### config.mk
export PLATFORM = sky130hd
export DESIGN_NAME = pio_bank
export DESIGN_NICKNAME = d
export VERILOG_FILES = /design/src/rtl/pio_pkg.sv /design/src/rtl/pio_setclr.sv /design/src/rtl/pio_in_filter.sv /design/src/rtl/pio_irq.sv /design/src/rtl/pio_pad_mux.sv /design/src/rtl/pio_bank.sv
export SDC_FILE = /design/constraint.sdc
export NUM_CORES = 1
export LEC_CHECK = 0
export ABC_AREA = 1
export BUFFER_PORTS_ARGS = -buffer_cell sky130_fd_sc_hd__buf_4
export CAP_MARGIN = 15
export CORE_MARGIN = 5
export CORE_UTILIZATION = 58
export DETAILED_ROUTE_END_ITERATION = 8
export PLACE_DENSITY_LB_ADDON = 0.08
export SLEW_MARGIN = 0
export SYNTH_ARGS = -nofsm -noshare
export SYNTH_HDL_FRONTEND = slang
export SYNTH_SLANG_ARGS = --single-unit
export TNS_END_PERCENT = 1
### constraint.sdc
create_clock -name clk -period 1.34 [get_ports clk]
set_input_delay 0 -clock clk [delete_from_list [all_inputs] [get_ports clk]]
set_output_delay 0 -clock clk [all_outputs]
set_load 0.01 [all_outputs]
### src/rtl/pio_pkg.sv
package pio_pkg;
  localparam int NCFG = 8;
  localparam int CFG_OWN  = 0;
  localparam int CFG_OE   = 1;
  localparam int CFG_DOUT = 2;
  localparam int CFG_IE   = 3;
  localparam int CFG_PU   = 4;
  localparam int CFG_FILT = 5;
  localparam int CFG_MD   = 6;
  localparam int CFG_SELB = 7;
  localparam int OFS_LEVEL   = 24;
  localparam int OFS_PENDING = 25;

  function automatic logic cfg_reset_one(int idx);
    return (idx == CFG_OWN) || (idx == CFG_PU);
  endfunction
endpackage

### src/rtl/pio_setclr.sv
module pio_setclr #(
  parameter int W = 32,
  parameter logic RST_ONE = 1'b0
) (
  input  logic         clk,
  input  logic         rst_n,
  input  logic         set_we,
  input  logic         clr_we,
  input  logic [W-1:0] wdata,
  output logic [W-1:0] q
);
  always_ff @(posedge clk or negedge rst_n) begin
    if (!rst_n)      q <= {W{RST_ONE}};
    else if (set_we) q <= q | wdata;
    else if (clr_we) q <= q & ~wdata;
  end

  p_set_bits_r1: assert property (@(posedge clk) disable iff (!rst_n)
    set_we |=> ((q & $past(wdata)) == $past(wdata)));
  p_clr_bits_r2: assert property (@(posedge clk) disable iff (!rst_n)
    (clr_we && !set_we) |=> ((q & $past(wdata)) == '0));
  p_hold_r1: assert property (@(posedge clk) disable iff (!rst_n)
    (!set_we && !clr_we) |=> $stable(q));
endmodule

### src/rtl/pio_in_filter.sv
module pio_in_filter #(
  parameter int W = 32,
  parameter int SYNC_STAGES = 2
) (
  input  logic         clk,
  input  logic         rst_n,
  input  logic [W-1:0] pad_in,
  input  logic [W-1:0] filt_en,
  output logic [W-1:0] level,
  output logic [W-1:0] edge_o
);
  logic [W-1:0] chain [SYNC_STAGES];
  logic [W-1:0] samp;
  logic [W-1:0] level_q;

  generate
    for (genvar s = 0; s < SYNC_STAGES; s++) begin : g_sync
      always_ff @(posedge clk or negedge rst_n) begin
        if (!rst_n) chain[s] <= '0;
        else if (s == 0) chain[s] <= pad_in;
        else chain[s] <= chain[(s == 0) ? 0 : s - 1];
      end
    end
  endgenerate

  always_ff @(posedge clk or negedge rst_n) begin
    if (!rst_n) begin
      samp    <= '0;
      level   <= '0;
      level_q <= '0;
    end else begin
      samp    <= chain[SYNC_STAGES-1];
      level   <= (~filt_en & chain[SYNC_STAGES-1]) |
                 (filt_en & ((chain[SYNC_STAGES-1] ~^ samp) & chain[SYNC_STAGES-1] |
                             (chain[SYNC_STAGES-1] ^ samp) & level));
      level_q <= level;
    end
  end

  assign edge_o = level ^ level_q;

  p_filter_r10: assert property (@(posedge clk) disable iff (!rst_n)
    (($past(filt_en) & (level ^ $past(level)) &
      ($past(chain[SYNC_STAGES-1]) ^ $past(samp))) == '0));
endmodule

### src/rtl/pio_irq.sv
module pio_irq #(
  parameter int W = 32
) (
  input  logic         clk,
  input  logic         rst_n,
  input  logic [W-1:0] edge_i,
  input  logic         rd_clr,
  input  logic [W-1:0] ie,
  output logic [W-1:0] pend,
  output logic         irq
);
  always_ff @(posedge clk or negedge rst_n) begin
    if (!rst_n) pend <= '0;
    else        pend <= (rd_clr ? '0 : pend) | edge_i;
  end

  assign irq = |(pend & ie);

  p_edge_pending_r7: assert property (@(posedge clk) disable iff (!rst_n)
    (|edge_i) |=> ((pend & $past(edge_i)) == $past(edge_i)));
  p_read_clear_r8: assert property (@(posedge clk) disable iff (!rst_n)
    rd_clr |=> ((pend & ~$past(edge_i)) == '0));
endmodule

### src/rtl/pio_pad_mux.sv
module pio_pad_mux #(
  parameter int W = 32
) (
  input  logic [W-1:0] own,
  input  logic [W-1:0] selb,
  input  logic [W-1:0] md,
  input  logic [W-1:0] dout,
  input  logic [W-1:0] oe,
  input  logic [W-1:0] pera_out,
  input  logic [W-1:0] pera_oe,
  input  logic [W-1:0] perb_out,
  input  logic [W-1:0] perb_oe,
  output logic [W-1:0] pad_out,
  output logic [W-1:0] pad_oe
);
  generate
    for (genvar p = 0; p < W; p++) begin : g_pin
      logic src_out, src_oe;
      always_comb begin
        if (own[p])       begin src_out = dout[p];     src_oe = oe[p];      end
        else if (selb[p]) begin src_out = perb_out[p]; src_oe = perb_oe[p]; end
        else              begin src_out = pera_out[p]; src_oe = pera_oe[p]; end
      end
      assign pad_out[p] = md[p] ? 1'b0 : src_out;
      assign pad_oe[p]  = md[p] ? (src_oe & ~src_out) : src_oe;
    end
  endgenerate
endmodule

### src/rtl/pio_bank.sv
module pio_bank #(
  parameter int NPIN = 32,
  parameter int AW = 6,
  parameter int SYNC_STAGES = 2
) (
  input  logic            clk,
  input  logic            rst_n,
  input  logic            reg_req,
  input  logic            reg_wr,
  input  logic [AW-1:0]   reg_addr,
  input  logic [NPIN-1:0] reg_wdata,
  output logic [NPIN-1:0] reg_rdata,
  output logic            reg_rvalid,
  input  logic [NPIN-1:0] pad_in,
  output logic [NPIN-1:0] pad_out,
  output logic [NPIN-1:0] pad_oe,
  output logic [NPIN-1:0] pad_pullup,
  input  logic [NPIN-1:0] pera_out,
  input  logic [NPIN-1:0] pera_oe,
  input  logic [NPIN-1:0] perb_out,
  input  logic [NPIN-1:0] perb_oe,
  output logic            irq
);
  import pio_pkg::*;

  localparam logic [AW-1:0] A_LEVEL   = AW'(OFS_LEVEL);
  localparam logic [AW-1:0] A_PENDING = AW'(OFS_PENDING);

  logic [NPIN-1:0] cfg_q [NCFG];
  logic [NPIN-1:0] level, edges, pend;
  logic            wr_hit, rd_hit, rd_clr;

  assign wr_hit = reg_req && reg_wr;
  assign rd_hit = reg_req && !reg_wr;
  assign rd_clr = rd_hit && (reg_addr == A_PENDING);

  generate
    for (genvar i = 0; i < NCFG; i++) begin : g_cfg
      localparam logic [AW-1:0] A_SET = AW'(3 * i);
      localparam logic [AW-1:0] A_CLR = AW'(3 * i + 1);
      pio_setclr #(.W(NPIN), .RST_ONE(cfg_reset_one(i))) i_reg (
        .clk    (clk),
        .rst_n  (rst_n),
        .set_we (wr_hit && (reg_addr == A_SET)),
        .clr_we (wr_hit && (reg_addr == A_CLR)),
        .wdata  (reg_wdata),
        .q      (cfg_q[i])
      );
    end
  endgenerate

  pio_in_filter #(.W(NPIN), .SYNC_STAGES(SYNC_STAGES)) i_filter (
    .clk     (clk),
    .rst_n   (rst_n),
    .pad_in  (pad_in),
    .filt_en (cfg_q[CFG_FILT]),
    .level   (level),
    .edge_o  (edges)
  );

  pio_irq #(.W(NPIN)) i_irq (
    .clk    (clk),
    .rst_n  (rst_n),
    .edge_i (edges),
    .rd_clr (rd_clr),
    .ie     (cfg_q[CFG_IE]),
    .pend   (pend),
    .irq    (irq)
  );

  pio_pad_mux #(.W(NPIN)) i_mux (
    .own      (cfg_q[CFG_OWN]),
    .selb     (cfg_q[CFG_SELB]),
    .md       (cfg_q[CFG_MD]),
    .dout     (cfg_q[CFG_DOUT]),
    .oe       (cfg_q[CFG_OE]),
    .pera_out (pera_out),
    .pera_oe  (pera_oe),
    .perb_out (perb_out),
    .perb_oe  (perb_oe),
    .pad_out  (pad_out),
    .pad_oe   (pad_oe)
  );

  assign pad_pullup = cfg_q[CFG_PU];

  logic [NPIN-1:0] rd_mux;
  always_comb begin
    rd_mux = '0;
    for (int k = 0; k < NCFG; k++)
      if (reg_addr == AW'(3 * k + 2)) rd_mux = cfg_q[k];
    if (reg_addr == A_LEVEL)   rd_mux = level;
    if (reg_addr == A_PENDING) rd_mux = pend;
  end

  always_ff @(posedge clk or negedge rst_n) begin
    if (!rst_n) begin
      reg_rdata  <= '0;
      reg_rvalid <= 1'b0;
    end else begin
      reg_rvalid <= rd_hit;
      if (rd_hit) reg_rdata <= rd_mux;
    end
  end

  p_rvalid_r11: assert property (@(posedge clk) disable iff (!rst_n)
    rd_hit |=> reg_rvalid);
  p_open_drain_r5: assert property (@(posedge clk) disable iff (!rst_n)
    ((cfg_q[CFG_MD] & pad_out) == '0));
endmodule

==> results.py, run 1 <==
metrics = {
    "outcome": {
        "outcome": "finished, violations left",
        "violations": "setup timing",
    },
    "sta": {
        "rsz0062_at_grt": "yes",
        "finalHoldWorstSlack_ns": 0.03747,
        "setup_slack_ns": -0.6016,
        "setup_viol": 65,
        "finalHoldViolations": 0,
        "finalCriticalPeriod_ns": 1.942,
        "slew_headroom": 0.4361,
        "fin_skew_ns": 0.01415,
        "tightest_slew_ns": 0.8459,
        "fin_crit_sh": 1.449,
        "maxSlewViolCount": 0,
        "fmax_ghz": 0.5150,
    },
    "worst_setup_path": {
        "critPathMaxStageDelay_ns": 0.40,
        "cp-end-kind": "primary output",
        "crit_type": "reg2out",
        "cp_cell_sequence": "a22o_1 > a221oi_2 > nand2_1 > nor2_4 > nand2_2 > buf_6",
        "cp-endpoint": "irq",
        "worstPathRequired_ns": 1.34,
        "reg2reg_depth": 8,
        "path_delay_family": "compound AO/OA/AOI/OAI gates",
        "crit_arrival_ns": 1.94,
        "cp-start-kind": "register",
        "r2r_setup_slack_ns": 0.10,
        "cp_max_fo": 3,
        "critPathBufInv": 1,
        "crit_start": "i_irq.pend[19]",
        "cp_slowest_cell": "dfrtp_1",
        "crit_cells": 6,
        "r2r_end": "reg_rdata[26]",
    },
    "pwr": {
        "leakagePower_nw": 13.88,
        "peakVddDrop_mv": 1.007,
        "powerDensity_nw_per_um2": 1218,
    },
    "synth": {
        "synth_edf_count": 0,
        "post_synth_fa_ha_maj_area_fraction": 0.01772,
        "synth.area.top_cells": "dfrtp_1, o21ai_0, nand2_1",
        "synthMuxAreaShare": 0.02791,
        "syn_inst": 2643,
        "syn_avg_cell_area_um2": 8.548,
        "synth.net_count": 2877,
        "synth_top_family_by_area": "compound AO/OA/AOI/OAI gates",
        "synthSimpleGateAreaFrac": 0.1527,
        "synth_xor_area_frac": 0.01241,
        "synth_compound_area_frac": 0.1689,
        "synth.largest_area_cell": "dfrtp_1",
        "netlist.area_leader.share": 0.4619,
        "synth_common_cells": "o21ai_0, nand2_1, dfrtp_1",
        "yosysMostFrequentCell": "o21ai_0",
        "synth_warnings": 0,
        "ys_seq_area_frac": 0.5363,
        "synth_ff_type": "dfrtp_1",
        "synth_cell_types": 27,
        "async_reset_ff_frac": 1.000,
        "ys_ff_latch": 481,
        "syn_area_um2": 22590,
    },
    "layout": {
        "layout.cells.non_filler": 3643,
        "regArea_um2": 12150,
        "layout.nets": 3317,
        "layout-drive-gt1-share": 0.2402,
        "area_delta_synth_final_pct": 30.26,
        "fillers": 2743,
        "multi_input_area_um2": 8877,
    },
    "clock_network": {
        "cts.sinks": 481,
        "cts.clk_slew.worst_paths_ns": 0.06,
        "cts_tree": "yes",
        "insertion_delay_ns": 0.59,
        "cts_buffers": 50,
        "root_buffer": "clkbuf_16",
        "htreeDepth": 2,
        "cts_max_path_buffers": 3,
    },
    "detailed_routing": {
        "drtPass1Iterations": 6,
        "routed_wl_um": 77360,
        "vias": 21550,
        "drc": 0,
        "wl_per_cell_um": 21.23,
        "first_iter_violations": 2468,
        "viasPerCell": 5.915,
        "postRouteAntennaNets": 0,
    },
    "job": {
        "drv_cap": 0,
    },
    "global_routing": {
        "globalRouteOverflowTotal": 0,
        "grt_pass1_wl_um": 120800,
        "grt_pass1_vias": 21870,
        "grt.total_usage": 0.3519,
        "grt_max_degree": 86,
        "antenna_found_initial": 2,
    },
    "floorplan": {
        "start_util": 0.5859,
        "die-area_um2": 43000,
        "coreArea_um2": 38560,
        "die_width_um": 207.4,
        "top_level_ports": 332,
        "die_h_um": 207.4,
        "num_rows": 72,
    },
    "placed_design": {
        "place.gp.congestion": 0.9380,
        "dp.cells": 3479,
        "io_buffers": 331,
        "dp_hpwl_um": 53160,
    },
    "min_path": {
        "hold_path_class": "in2reg",
    },
}
## final cells by class
| type | instances | area share |
|---|---|---|
| flip-flops and latches | 481 | 0.4128 |
| multi-input cells | 1699 | 0.3017 |
| clock buffers | 68 | 0.04936 |
| well taps | 518 | 0.02202 |
| inverters | 285 | 0.03635 |
| repair buffers | 566 | 0.1690 |
| clock inverters | 24 | 0.008631 |
| diodes | 2 | 0.0001701 |
## routing by layer
layer,global-route usage,up-vias,wire length (um)
met4,0.1493,0,3943
li1,-,9625,-
met1,0.4618,10290,29090
met5,0,-,0
met2,0.5739,1323,36390
met3,0.07360,312,7928
## worst reg2reg max path, delay by kind of cell, from the launching register on
kind / cells / cell delay, ns
flip-flops: 1 / 0.60
AND/OR/NAND/NOR: 8 / 0.58
## where the power goes
| group | total, mW | internal (mW) | switching, mW |
|---|---|---|---|
| sequential | 16.7 | 15.7 | 1.02 |
| combinational | 4.67 | 2.13 | 2.54 |
| clock | 14.4 | 8.55 | 5.88 |
## cells by family (layout without fill, tap and decap cells)
logic type / Yosys count / in the layout
compound gates: 754 / 754
fa+ha+maj: 32 / 32
xor+xnor: 32 / 32
buf+inv: 463 / 943
simple gates: 818 / 818
mux: 63 / 63
other cells: 0 / 2
flops: 481 / 481
## how the worst min path moves through the flow
stage                 from                  to  slack [ns]  cells after the start
2_1_floorplan        rst_n           async pin       -0.30                      0
3_3_place_gp         rst_n       reg_rdata[29]       -0.09                      1
3_5_place_dp         rst_n       reg_rdata[29]       -0.09                      1
4_1_cts        reg_addr[0]            register        0.01                      5
5_1_grt         pad_in[28]  i_filter.chain[60]        0.05                      2
6_report       reg_addr[0]            register        0.04                      5
## per-stage QoR
stage / setup WS [ns] / power (mW) / TNS (ns) / area (um^2) / util
3_5_place_dp: -0.3543 / 21.25 / -44.43 / 26760 / 0.6939
3_3_place_gp: -0.3088 / 21.05 / -33.85 / 26760 / 0.6939
2_1_floorplan: 0.1408 / 18.76 / 0 / 22590 / -
5_1_grt: -0.6969 / 37.15 / -26.69 / 29430 / 0.7632
4_1_cts: -0.6309 / 35.80 / -24.75 / 29290 / 0.7597
6_report: -0.6016 / 35.84 / -21.03 / 29430 / 0.7632
## cells in the final DEF, fill, tap and decap left out, types with 16 or more instances in the layout
cell type / count
mux2i_1: 60
a21oi_1: 100
o21ai_0: 568
nor2_1: 129
a21oi_2: 30
dlygate4sd3_1: 67
clkinv_2: 16
nand4_1: 66
nand2_1: 462
inv_1: 275
ha_1: 32
clkbuf_16: 53
xnor2_1: 32
dfrtp_2: 25
nand3_1: 129
dfstp_2: 64
o21ai_1: 40
buf_12: 42
dfrtp_1: 392
buf_4: 450
## repair_timing
action | CTS | global route
buffers inserted | 2 | 0
endpoints found under the setup margin | 65 | 82
pin swaps | 4 | 10
gates resized for setup | 56 | 60
hold buffers | 68 | 0
hold endpoints to repair | 755 | 0
Power figures use the tool's default switching activity.
==> run 2: changes to the inputs <==
Settings changed: BUFFER_PORTS_ARGS -buffer_cell sky130_fd_sc_hd__buf_4 to -buffer_cell sky130_fd_sc_hd__buf_2, CORE_ASPECT_RATIO set to 1.25.
==> results.py, run 2 (synthesis gave the netlist of run 1 again) <==
metrics = {
    "worst_setup_path": {
        "r2r_end": "reg_rdata[17]",
        "r2r_setup_slack_ns": 0.08,
        "critPathMaxStageDelay_ns": 0.38,
        "cp_cell_sequence": "a22o_1 > a221oi_2 > nand2_4 > nor2_4 > nand2_2 > buf_6",
        "path_delay_family": "compound AO/OA/AOI/OAI gates",
        "crit_arrival_ns": 1.97,
        "cp-endpoint": "irq",
        "crit_cells": 6,
        "crit_type": "reg2out",
        "cp-start-kind": "register",
        "cp_max_fo": 2,
        "reg2reg_depth": 8,
        "critPathBufInv": 1,
        "worstPathRequired_ns": 1.34,
        "cp_slowest_cell": "dfrtp_1",
        "cp-end-kind": "primary output",
    },
    "floorplan": {
        "top_level_ports": 332,
        "die_width_um": 186.5,
        "num_rows": 80,
        "die_h_um": 230.7,
        "die-area_um2": 43020,
        "start_util": 0.5893,
        "coreArea_um2": 38340,
    },
    "global_routing": {
        "grt_pass1_vias": 21350,
        "grt_pass1_wl_um": 117600,
        "grt_max_degree": 93,
        "grt.total_usage": 0.3426,
        "globalRouteOverflowTotal": 0,
        "antenna_found_initial": 2,
    },
    "layout": {
        "layout_commonest_cell": "o21ai_0",
        "layout-drive-gt1-share": 0.2314,
        "regArea_um2": 12150,
        "utilization": 0.7397,
        "fin_area_um2": 28360,
        "multi_input_area_um2": 8867,
        "final_cell_mix": "o21ai_0, nand2_1, dfrtp_1",
        "area_delta_synth_final_pct": 25.52,
        "layout.nets": 3298,
        "fillers": 2921,
    },
    "pwr": {
        "total_power_mw": 35.31,
        "p_int_mw": 26.08,
        "comb_power_share": 0.120,
        "peakVddDrop_mv": 1.795,
        "netSwitchingPower_mw": 9.233,
        "switching_share": 0.2615,
        "powerDensity_nw_per_um2": 1245,
        "clkPwrFrac": 0.407,
        "seqPwrFrac": 0.473,
        "leakagePower_nw": 13.56,
    },
    "detailed_routing": {
        "wl_per_cell_um": 20.94,
        "routed_wl_um": 75320,
        "drtPass1Iterations": 6,
        "viasPerCell": 5.873,
        "vias": 21120,
        "drc": 0,
        "postRouteAntennaNets": 0,
        "first_iter_violations": 1934,
    },
    "sta": {
        "finalHoldWorstSlack_ns": 0.05469,
        "finalCriticalPeriod_ns": 1.970,
        "maxSlewViolCount": 0,
        "rsz0062_at_grt": "yes",
        "fin_crit_sh": 1.470,
        "setup_viol": 65,
        "tightest_slew_ns": 0.4891,
        "finalHoldViolations": 0,
        "setup_slack_ns": -0.6301,
        "fmax_ghz": 0.5076,
        "slew_headroom": 0.6739,
        "fin_skew_ns": 0.02093,
    },
    "placed_design": {
        "place.gp.congestion": 0.9361,
        "io_buffers": 331,
        "dp_hpwl_um": 50590,
        "pre_cts_ws_ns": -0.2029,
        "placed_area_um2": 25700,
    },
    "clock_network": {
        "cts_max_path_buffers": 3,
        "cts_tree": "yes",
        "cts_buffers": 48,
        "htreeDepth": 2,
        "root_buffer": "clkbuf_16",
        "cts.sinks": 481,
        "insertion_delay_ns": 0.58,
        "cts.clk_slew.worst_paths_ns": 0.06,
    },
    "min_path": {
        "hold_path_class": "in2reg",
    },
    "outcome": {
        "violations": "setup timing",
        "outcome": "finished, violations left",
    },
    "job": {
        "drv_cap": 0,
    },
}
## run 2: worst min path at each step
| stage | start | cells past startpoint | endpoint | slack [ns] |
|---|---|---|---|---|
| 6_report | pad_in[2] | 2 | i_filter.chain[34] | 0.05 |
| 5_1_grt | pad_in[13] | 2 | i_filter.chain[45] | 0.05 |
| 4_1_cts | pad_in[7] | 2 | i_filter.chain[39] | 0.04 |
| 3_5_place_dp | rst_n | 1 | reg_rvalid | -0.15 |
| 3_3_place_gp | rst_n | 1 | reg_rvalid | -0.14 |
| 2_1_floorplan | rst_n | 0 | async pin | -0.30 |
## run 2: metrics by stage
stage | cells | TNS (ns)
2_1_floorplan | 2643 | 0
3_3_place_gp | 3437 | -18.89
3_5_place_dp | 3437 | -31.38
4_1_cts | 3595 | -22.73
5_1_grt | 3595 | -25.49
6_report | 3596 | -20.17
## run 2: final cells by class
cell class	instances	area share
timing repair buffer	549	0.1396
inverter	285	0.03773
antenna	1	0.00008825
multi-input combinational	1699	0.3127
clock inverter	15	0.008692
sequential	481	0.4283
tap	492	0.02171
clock buffer	74	0.05109
## run 2: power by group through the flow
stage | Clock, mW | Sequential (mW) | Combinational [mW]
after floorplan | 0 | 16.6 | 2.19
after global placement | 0 | 16.8 | 3.77
after detailed placement | 0 | 16.9 | 3.90
after CTS | 14.5 | 16.7 | 4.12
after global routing | 15.1 | 16.8 | 4.75
final | 14.4 | 16.7 | 4.22
## run 2: per-layer routing
metal	vias up	routed length, um	track usage
li1	9590	-	-
met1	10010	28160	0.4442
met2	1209	35740	0.5638
met3	307	7315	0.06618
met4	2	4076	0.1551
met5	-	20	0
## run 2: what timing repair did
action | CTS | global route
endpoints found under the setup margin | 65 | 68
hold buffers | 68 | 0
endpoints found under the hold margin | 765 | 0
setup buffers | 1 | 0
pin swaps | 5 | 11
resized for setup | 40 | 67
